<file path="src/rtl/cfgrb_pkg.sv">
package cfgrb_pkg;

    typedef enum logic [2:0] {
        S_IDLE,
        S_HDR,
        S_TURN_RD,
        S_READ,
        S_TURN_WR,
        S_TAIL,
        S_FIN
    } seq_state_e;

    localparam logic [31:0] W_DUMMY      = 32'hFFFF_FFFF;
    localparam logic [31:0] W_WIDTH_SYNC = 32'h0000_00BB;
    localparam logic [31:0] W_WIDTH_DET  = 32'h1122_0044;
    localparam logic [31:0] W_SYNC       = 32'hAA99_5566;
    localparam logic [31:0] W_NOP        = 32'h2000_0000;
    localparam logic [31:0] W_CMD_HDR    = 32'h3000_8001;
    localparam logic [31:0] C_SHUTDOWN   = 32'h0000_000B;
    localparam logic [31:0] C_CRC_RST    = 32'h0000_0007;
    localparam logic [31:0] C_RB_CFG     = 32'h0000_0004;
    localparam logic [31:0] W_FA_HDR     = 32'h3000_2001;
    localparam logic [31:0] W_RD_HDR     = 32'h2800_6000;
    localparam logic [4:0]  T2_RD_TOP    = 5'b01001;

    localparam int FIXED_WORDS = 23;

endpackage

</file>
<file path="src/rtl/cfgrb_cmd_rom.sv">
module cfgrb_cmd_rom
    import cfgrb_pkg::*;
#(
    parameter int          IDX_W      = 6,
    parameter int          RD_WORDS   = 16,
    parameter logic [31:0] FRAME_ADDR = 32'h0
) (
    input  logic [IDX_W-1:0] idx_i,
    output logic [31:0]      word_o
);

    always_comb begin
        case (int'(idx_i))
            0:       word_o = W_DUMMY;
            1:       word_o = W_WIDTH_SYNC;
            2:       word_o = W_WIDTH_DET;
            3:       word_o = W_DUMMY;
            4:       word_o = W_SYNC;
            6:       word_o = W_CMD_HDR;
            7:       word_o = C_SHUTDOWN;
            9:       word_o = W_CMD_HDR;
            10:      word_o = C_CRC_RST;
            16:      word_o = W_CMD_HDR;
            17:      word_o = C_RB_CFG;
            19:      word_o = W_FA_HDR;
            20:      word_o = FRAME_ADDR;
            21:      word_o = W_RD_HDR;
            22:      word_o = {T2_RD_TOP, 27'(RD_WORDS)};
            default: word_o = W_NOP;
        endcase
    end

endmodule

</file>
<file path="src/rtl/cfgrb_out_reg.sv">
module cfgrb_out_reg #(
    parameter int DW = 32
) (
    input  logic          clk,
    input  logic          rst_n,
    input  logic          ld_i,
    input  logic [DW-1:0] ld_data_i,
    input  logic          ld_last_i,
    input  logic          ready_i,
    output logic          room_o,
    output logic [DW-1:0] data_o,
    output logic          valid_o,
    output logic          last_o
);

    typedef struct packed {
        logic          valid;
        logic          last;
        logic [DW-1:0] data;
    } slot_t;

    slot_t slot_d, slot_q;

    assign room_o  = !slot_q.valid || ready_i;
    assign data_o  = slot_q.data;
    assign valid_o = slot_q.valid;
    assign last_o  = slot_q.last;

    always_comb begin
        slot_d = slot_q;
        if (ld_i) begin
            slot_d.valid = 1'b1;
            slot_d.last  = ld_last_i;
            slot_d.data  = ld_data_i;
        end else if (ready_i) begin
            slot_d.valid = 1'b0;
            slot_d.last  = 1'b0;
        end
    end

    always_ff @(posedge clk) begin
        if (!rst_n) slot_q <= '0;
        else        slot_q <= slot_d;
    end

    AST_HOLD_STALL: assert property (@(posedge clk) disable iff (!rst_n)
        (valid_o && !ready_i) |=> (valid_o && $stable(data_o) && $stable(last_o)));
    AST_NO_OVERWRITE: assert property (@(posedge clk) disable iff (!rst_n)
        ld_i |-> (!valid_o || ready_i));
    AST_LAST_VALID: assert property (@(posedge clk) disable iff (!rst_n)
        last_o |-> valid_o);

endmodule

</file>
<file path="src/rtl/cfg_readback_seq.sv">
module cfg_readback_seq
    import cfgrb_pkg::*;
#(
    parameter int          RD_WORDS   = 16,
    parameter int          PAD_NOPS   = 32,
    parameter int          TAIL_NOPS  = 4,
    parameter logic [31:0] FRAME_ADDR = 32'h0
) (
    input  logic        clk,
    input  logic        rst_n,
    input  logic        start,
    output logic        busy,
    output logic        done,
    output logic [31:0] port_dout,
    output logic        port_wr_en,
    output logic        port_rd_en,
    output logic        port_dir,
    input  logic [31:0] port_din,
    output logic [31:0] rb_data,
    output logic        rb_valid,
    output logic        rb_last,
    input  logic        rb_ready
);

    localparam int HEAD_LEN = FIXED_WORDS + PAD_NOPS;
    localparam int IDX_MAX  = (HEAD_LEN > TAIL_NOPS) ? HEAD_LEN : TAIL_NOPS;
    localparam int IDX_W    = $clog2(IDX_MAX);
    localparam int CNT_W    = (RD_WORDS > 1) ? $clog2(RD_WORDS) : 1;

    typedef struct packed {
        seq_state_e       st;
        logic [IDX_W-1:0] idx;
        logic [CNT_W-1:0] rcnt;
        logic             done;
    } seq_t;

    seq_t s_d, s_q;

    logic [31:0] rom_word;
    logic        room;
    logic        rd_last;

    cfgrb_cmd_rom #(
        .IDX_W      (IDX_W),
        .RD_WORDS   (RD_WORDS),
        .FRAME_ADDR (FRAME_ADDR)
    ) i_rom (
        .idx_i  (s_q.idx),
        .word_o (rom_word)
    );

    assign port_rd_en = (s_q.st == S_READ) && room;
    assign rd_last    = (s_q.rcnt == CNT_W'(RD_WORDS - 1));

    cfgrb_out_reg #(.DW(32)) i_out (
        .clk       (clk),
        .rst_n     (rst_n),
        .ld_i      (port_rd_en),
        .ld_data_i (port_din),
        .ld_last_i (rd_last),
        .ready_i   (rb_ready),
        .room_o    (room),
        .data_o    (rb_data),
        .valid_o   (rb_valid),
        .last_o    (rb_last)
    );

    assign port_wr_en = (s_q.st == S_HDR) || (s_q.st == S_TAIL);
    assign port_dout  = (s_q.st == S_HDR) ? rom_word : W_NOP;
    assign port_dir   = !((s_q.st == S_TURN_RD) || (s_q.st == S_READ));
    assign busy       = (s_q.st != S_IDLE);
    assign done       = s_q.done;

    always_comb begin
        s_d      = s_q;
        s_d.done = 1'b0;
        case (s_q.st)
            S_IDLE: begin
                if (start) begin
                    s_d.st  = S_HDR;
                    s_d.idx = '0;
                end
            end
            S_HDR: begin
                if (s_q.idx == IDX_W'(HEAD_LEN - 1)) begin
                    s_d.st  = S_TURN_RD;
                    s_d.idx = '0;
                end else begin
                    s_d.idx = s_q.idx + 1'b1;
                end
            end
            S_TURN_RD: begin
                s_d.st   = S_READ;
                s_d.rcnt = '0;
            end
            S_READ: begin
                if (port_rd_en) begin
                    if (rd_last) s_d.st   = S_TURN_WR;
                    else         s_d.rcnt = s_q.rcnt + 1'b1;
                end
            end
            S_TURN_WR: begin
                s_d.st  = S_TAIL;
                s_d.idx = '0;
            end
            S_TAIL: begin
                if (s_q.idx == IDX_W'(TAIL_NOPS - 1)) s_d.st  = S_FIN;
                else                                  s_d.idx = s_q.idx + 1'b1;
            end
            S_FIN: begin
                if (!rb_valid) begin
                    s_d.st   = S_IDLE;
                    s_d.done = 1'b1;
                end
            end
            default: s_d.st = S_IDLE;
        endcase
    end

    always_ff @(posedge clk) begin
        if (!rst_n) s_q <= '{st: S_IDLE, idx: '0, rcnt: '0, done: 1'b0};
        else        s_q <= s_d;
    end

    AST_WR_DRIVES: assert property (@(posedge clk) disable iff (!rst_n)
        port_wr_en |-> port_dir);
    AST_RD_RELEASED: assert property (@(posedge clk) disable iff (!rst_n)
        port_rd_en |-> !port_dir);
    AST_DIR_QUIET: assert property (@(posedge clk) disable iff (!rst_n)
        (port_dir != $past(port_dir)) |-> (!port_wr_en && !port_rd_en));
    AST_DONE_PULSE: assert property (@(posedge clk) disable iff (!rst_n)
        done |=> !done);
    AST_DONE_DRAINED: assert property (@(posedge clk) disable iff (!rst_n)
        done |-> (!rb_valid && !busy));

endmodule

</file>
<file path="config.mk">
export PLATFORM = sky130hd
export DESIGN_NAME = cfg_readback_seq
export DESIGN_NICKNAME = d
export VERILOG_FILES = /design/src/rtl/cfgrb_pkg.sv /design/src/rtl/cfgrb_cmd_rom.sv /design/src/rtl/cfgrb_out_reg.sv /design/src/rtl/cfg_readback_seq.sv
export SDC_FILE = /design/constraint.sdc
export NUM_CORES = 1
export LEC_CHECK = 0
export BUFFER_PORTS_ARGS = -buffer_cell sky130_fd_sc_hd__buf_2
export CELL_PAD_IN_SITES_DETAIL_PLACEMENT = 1
export CELL_PAD_IN_SITES_GLOBAL_PLACEMENT = 2
export CORE_AREA = 2 2 108 110
export CTS_CLUSTER_SIZE = 14
export DETAILED_ROUTE_END_ITERATION = 16
export DIE_AREA = 0 0 110 112
export PLACE_DENSITY = 0.85
export SYNTH_ARGS = -nofsm -noshare
export SYNTH_HDL_FRONTEND = slang
export SYNTH_SLANG_ARGS = --single-unit
</file>
<file path="constraint.sdc">
create_clock -name clk -period 6.6 [get_ports clk]
set_clock_uncertainty 0.1 [all_clocks]
set_input_delay 1.32 -clock clk [delete_from_list [all_inputs] [get_ports clk]]
set_output_delay 1.32 -clock clk [all_outputs]
set_load 0.02 [all_outputs]
</file>
Word level (Yosys, flattened, before mapping):

Memories as Yosys holds them, arrays and structs flattened. A register that Yosys moved wholly into a read port is not among the register bits.
Index checks and enable logic that the tools add are counted.

* logic and storage cells: 62
* bits in read-only memories: 1024
* flip-flop bits (word level): 48
* memories: 1

Memory list
* (name not given): words 32, width 32, rd ports 1, clocked after memory_dff 1, write ports 0, RTL line cfgrb_cmd_rom.sv:13 `case (int'(idx_i))`

* add/subtract/negate cells: 2
* equal/unequal tests: 17
* reductions and logical operators: 15
* multiplexer cells: 20

Operators by type and width (number)
* $mux W32: 2
* $pmux W6 S4: 1
* $pmux W3 S7: 1
* $mux W3: 5
* $mux W6: 2
* $mux W5: 2
* $ne A2 B2 Y1 const B: 5
* $eq A3 B3 Y1 const B: 3
* $mux W9: 1
* $mux W4: 2
* $pmux W4 S2: 1
* $add A6 B1 Y6 const B: 1
* $eq A3 B2 Y1 const B: 2
* $eq A6 B2 Y1 const B: 1
* $eq A6 B6 Y1 const B: 1
* $ne A2 B1 Y1 const B: 3
* $reduce_and A3 Y1: 2
* $reduce_and A6 Y1: 1
* $add A4 B1 Y4 const B: 1
* $eq A4 B4 Y1 const B: 1
* $mux W2: 2
* $reduce_bool A2 Y1: 2
* $reduce_bool A4 Y1: 1
* $eq A3 B1 Y1 const B: 1
* other kinds (7): 10

Logic depth before layout (Yosys ltp):

* depth in word-level cells: 5
* gate-level depth with buffers: 15
* gate-level depth less buffers: 13

Hierarchy:

A second synthesis with hierarchy kept.

* cell total of the unflattened synthesis: 344
* area, all modules: 2979.1 sq um

By module, submodules not included
* cfgrb_out_reg: cells an instance 110, times used 1, area an instance 1320.0 sq um
* cfg_readback_seq: cells an instance 139, times used 1, area an instance 1023.5 sq um
* cfgrb_cmd_rom: cells an instance 95, times used 1, area an instance 635.6 sq um

Least setup slack after synthesis:

No wires, ideal clock.

* path kind: input -> register
* start: input port start
* end: register with a tool-made name
* setup slack: 2.821 ns
* arrival: 3.621 ns
* buffers on the path: 2
* stages on the path: 11
* data required time: 6.442 ns
* cell sequence: nor3_4 -> a311o_1 -> buf_2 -> or2_1 -> a21oi_1 -> inv_1 -> ha_1 -> clkbuf_1 -> or3b_2 -> a31oi_1 -> a211o_1

RTL lines
* start, declared: RTL line cfg_readback_seq.sv:11 `input logic start,`

Worst setup path after layout:

* start: input port rb_ready
* end: output port port_rd_en

* word-level cells in the longest chain between the ends: 2

Ends and longest elaborated chain
* start, declared: RTL line cfg_readback_seq.sv:22 `input logic rb_ready`
* $logic_or A1 B1 Y1: RTL line cfgrb_out_reg.sv:24 `assign room_o = !slot_q.valid || ready_i;`
* $logic_and A1 B1 Y1: RTL line cfg_readback_seq.sv:52 `assign port_rd_en = (s_q.st == S_READ) && room;`
* end, declared: RTL line cfg_readback_seq.sv:16 `output logic port_rd_en,`

No other way between the ends.

==> results.py <==
metrics = {
    "sta": {
        "setup_viol": 0,
        "tns_ns": 0,
        "whs_ns": 0.364,
        "rsz0062_at_grt": "false",
        "worst_slew_pin_slew_ns": 0.997,
        "relSlewSlack_pct": 33.5,
        "fmax_ghz": 0.224,
        "finalCritPeriodShare_pct": 67.7,
        "final-hold-violation-count": 0,
        "drv_slew": 0,
        "post-route-min-period_ns": 4.47,
    },
    "floorplan": {
        "coreArea_um2": 11200,
        "die_area_um2": 12300,
        "die_w_um": 110,
        "pin_count": 107,
        "initial_utilization_pct": 30.2,
        "rows": 39,
        "die_h_um": 112,
    },
    "clock_network": {
        "htreeDepth": 3,
        "cts_tree": "done",
        "clk_pin_slew_ns": 0.05,
        "cts_made_buffers": 9,
        "hold_buffers": 0,
        "clk_latency_ns": 0.33,
        "clock_sinks": 66,
        "cts_setup_buffers": 0,
        "ctsResizeCount": 0,
        "clockBufferDepth": 2,
        "cts_root_buf": "clkbuf_16",
    },
    "cells_and_area": {
        "nets": 531,
        "syn2layout_area_growth_pct": 25.4,
        "fillers": 1356,
        "final_common_cell": "buf_2",
        "final_util_pct": 37.8,
        "final_cell_area_um2": 4230,
        "layout-drive-gt1-share_pct": 28.1,
        "final_cell_mix": "buf_2 (106), nand2_1 (89), dfxtp_1 (66), a21boi_0 (35), and2_1 (17)",
        "diodes": 0,
    },
    "setup_path": {
        "worstPathArrival_ns": 3.05,
        "crit_path_end_kind": "primary output",
        "r2r_cells": 10,
        "regToRegSetupSlack_ns": 2.73,
        "reg2reg_from": "s_q[5]",
        "required_ns": 5.18,
        "start_kind": "primary input",
        "crit_type": "in2out",
        "cp_max_fo": 34,
    },
    "status": {
        "status": "finished, final reports clean",
    },
    "yosys": {
        "synth_area_leaders": "dfxtp_1 (39%), nand2_1 (9.9%), a21boi_0 (7.8%), and2_1 (3.2%), buf_4 (3.1%)",
        "synth_area_per_cell_um2": 8.20,
        "muxShareOfSynthArea_pct": 2.30,
        "synth_ff_type": "dfxtp_1",
        "yosys_register_bits": 66,
        "yosysWarnings": 0,
        "syn_area_um2": 3370,
        "synthAdderAreaFrac_pct": 2.23,
        "synth_edf_count": 0,
        "ys_seq_area_share_pct": 39.2,
        "synth_fp_nets": 453,
        "synth_cells": 411,
        "synthDistinctLibCells": 59,
        "synthSimpleGateAreaFrac_pct": 27.7,
        "synth-xor-area-share_pct": 2.34,
        "synth_top_family_by_area": "simple AND/OR/NAND/NOR gates",
        "async_reset_ff_share_pct": 0,
        "yosysTopAreaCellShare_pct": 39.2,
        "synth_compound_area_share_pct": 18.9,
        "synth_top_area_cell": "dfxtp_1",
    },
    "placement": {
        "place_congestion": 0.827,
        "dp_hpwl_mm": 6.93,
        "dpl-instance-area_um2": 3870,
        "io_buffers": 106,
    },
    "global_routing": {
        "antenna_found_initial": 0,
        "grt_pass1_wl_mm": 14.9,
        "grt_pass1_vias": 3024,
        "grt_overflow": 0,
        "track_usage_pct": 15.5,
        "grt_max_degree": 47,
    },
    "detailed_routing": {
        "drc": 0,
        "via_per_inst": 4.85,
        "first_pass_iters": 4,
        "wirelength_mm": 9.32,
        "vias": 3092,
        "wl_per_cell_um": 14.6,
        "first_iter_violations": 140,
        "detail-route-antenna-nets": 0,
    },
    "power": {
        "power.leakage_nw": 1.72,
        "peakVddDrop_mv": 0.108,
        "power_density_nw_per_um2": 299,
    },
    "min_path": {
        "min_from": "i_out.data_o[3]",
        "hold_path_class": "reg2reg",
        "min_delay_worst_endpoint": "i_out.data_o[3]",
        "hold_depth": 2,
    },
    "job": {
        "maxCapViolCount": 0,
    },
}
-- cell type report --
| cell class | count | area (um^2) | share of cell area (%) |
|---|---|---|---|
| clock buffer | 12 | 256 | 6.07 |
| clock inverter | 4 | 97.6 | 2.31 |
| inverter | 8 | 30.0 | 0.710 |
| multi-input combinational | 297 | 1800 | 42.7 |
| sequential | 66 | 1320 | 31.3 |
| tap | 143 | 179 | 4.23 |
| timing repair buffer | 107 | 538 | 12.7 |
-- kinds of logic (layout without fill, tap and decap cells) --
group           Yosys count  after routing
buf+inv                  48            131
compound gates           89             89
flops                    66             66
mux                       7              7
fa+ha+maj                 6              6
simple gates            186            186
xor+xnor                  9              9
-- power by group --
part / total (mW) / switching [mW] / leakage [nW] / internal [mW]
Combinational: 0.259 / 0.166 / 1.01 / 0.0929
Clock: 0.561 / 0.172 / 0.169 / 0.389
Sequential: 0.445 / 0.0207 / 0.536 / 0.425
-- how the worst max path moves through the flow --
stage             start          to  slack (ns)  cells after the start
2_1_floorplan     start        flop        2.82                     11
3_3_place_gp   rb_ready  port_rd_en        2.18                      6
3_5_place_dp   rb_ready  port_rd_en        2.11                      6
4_1_cts        rb_ready  port_rd_en        2.11                      6
5_1_grt        rb_ready  port_rd_en        1.95                      6
6_report       rb_ready  port_rd_en        2.13                      6
-- synthesized netlist by cell type (2+ instances only) --
cell      number
a21boi_0      35
a21oi_1        8
and2_1        17
nor2_1        16
o21ai_0        9
o221ai_1       3
ha_1           6
or2_1          3
inv_1          8
nand3_1       16
nand2b_1      10
o21ai_1        3
or2_2          3
nor3_4         2
nor4_1         2
a22oi_1        5
nor2b_1        5
mux2i_1        3
nor3_1         4
buf_2          9
mux2_2         3
buf_4         14
clkbuf_1      15
o211ai_1       3
dfxtp_1       66
a211oi_1       2
or3_1          5
o21a_1         2
nand2_1       89
xnor2_1        7
nand4_1        3
nor3b_1        3
o21ai_2        2
xor2_1         2
a31oi_1        3
buf_1          2
-- worst max-delay path, cell delays in order --
cell and delay (ns):
buf_2 0.09, nand2b_1 0.16, nand3_1 0.10, buf_4 0.28, inv_1 0.77, buf_2 0.31
-- metal layers --
layer  part of all wire, %  vias to the layer above  track usage [%]
li1                      -                     1538                -
met1                    44                     1481             19.0
met4                   1.7                        0             5.82
met2                    49                       63             25.8
met5                     0                        -                0
met3                   4.9                       10             3.98
-- per-stage QoR --
step | setup slack [ns] | cells | total power, mW
floorplan | 2.82 | 411 | 0.653
global placement | 2.18 | 621 | 0.711
detailed placement | 2.11 | 621 | 0.717
CTS | 2.11 | 637 | 1.28
global route | 1.95 | 637 | 1.33
finish | 2.13 | 637 | 1.27
Power figures use the tool's default switching activity.
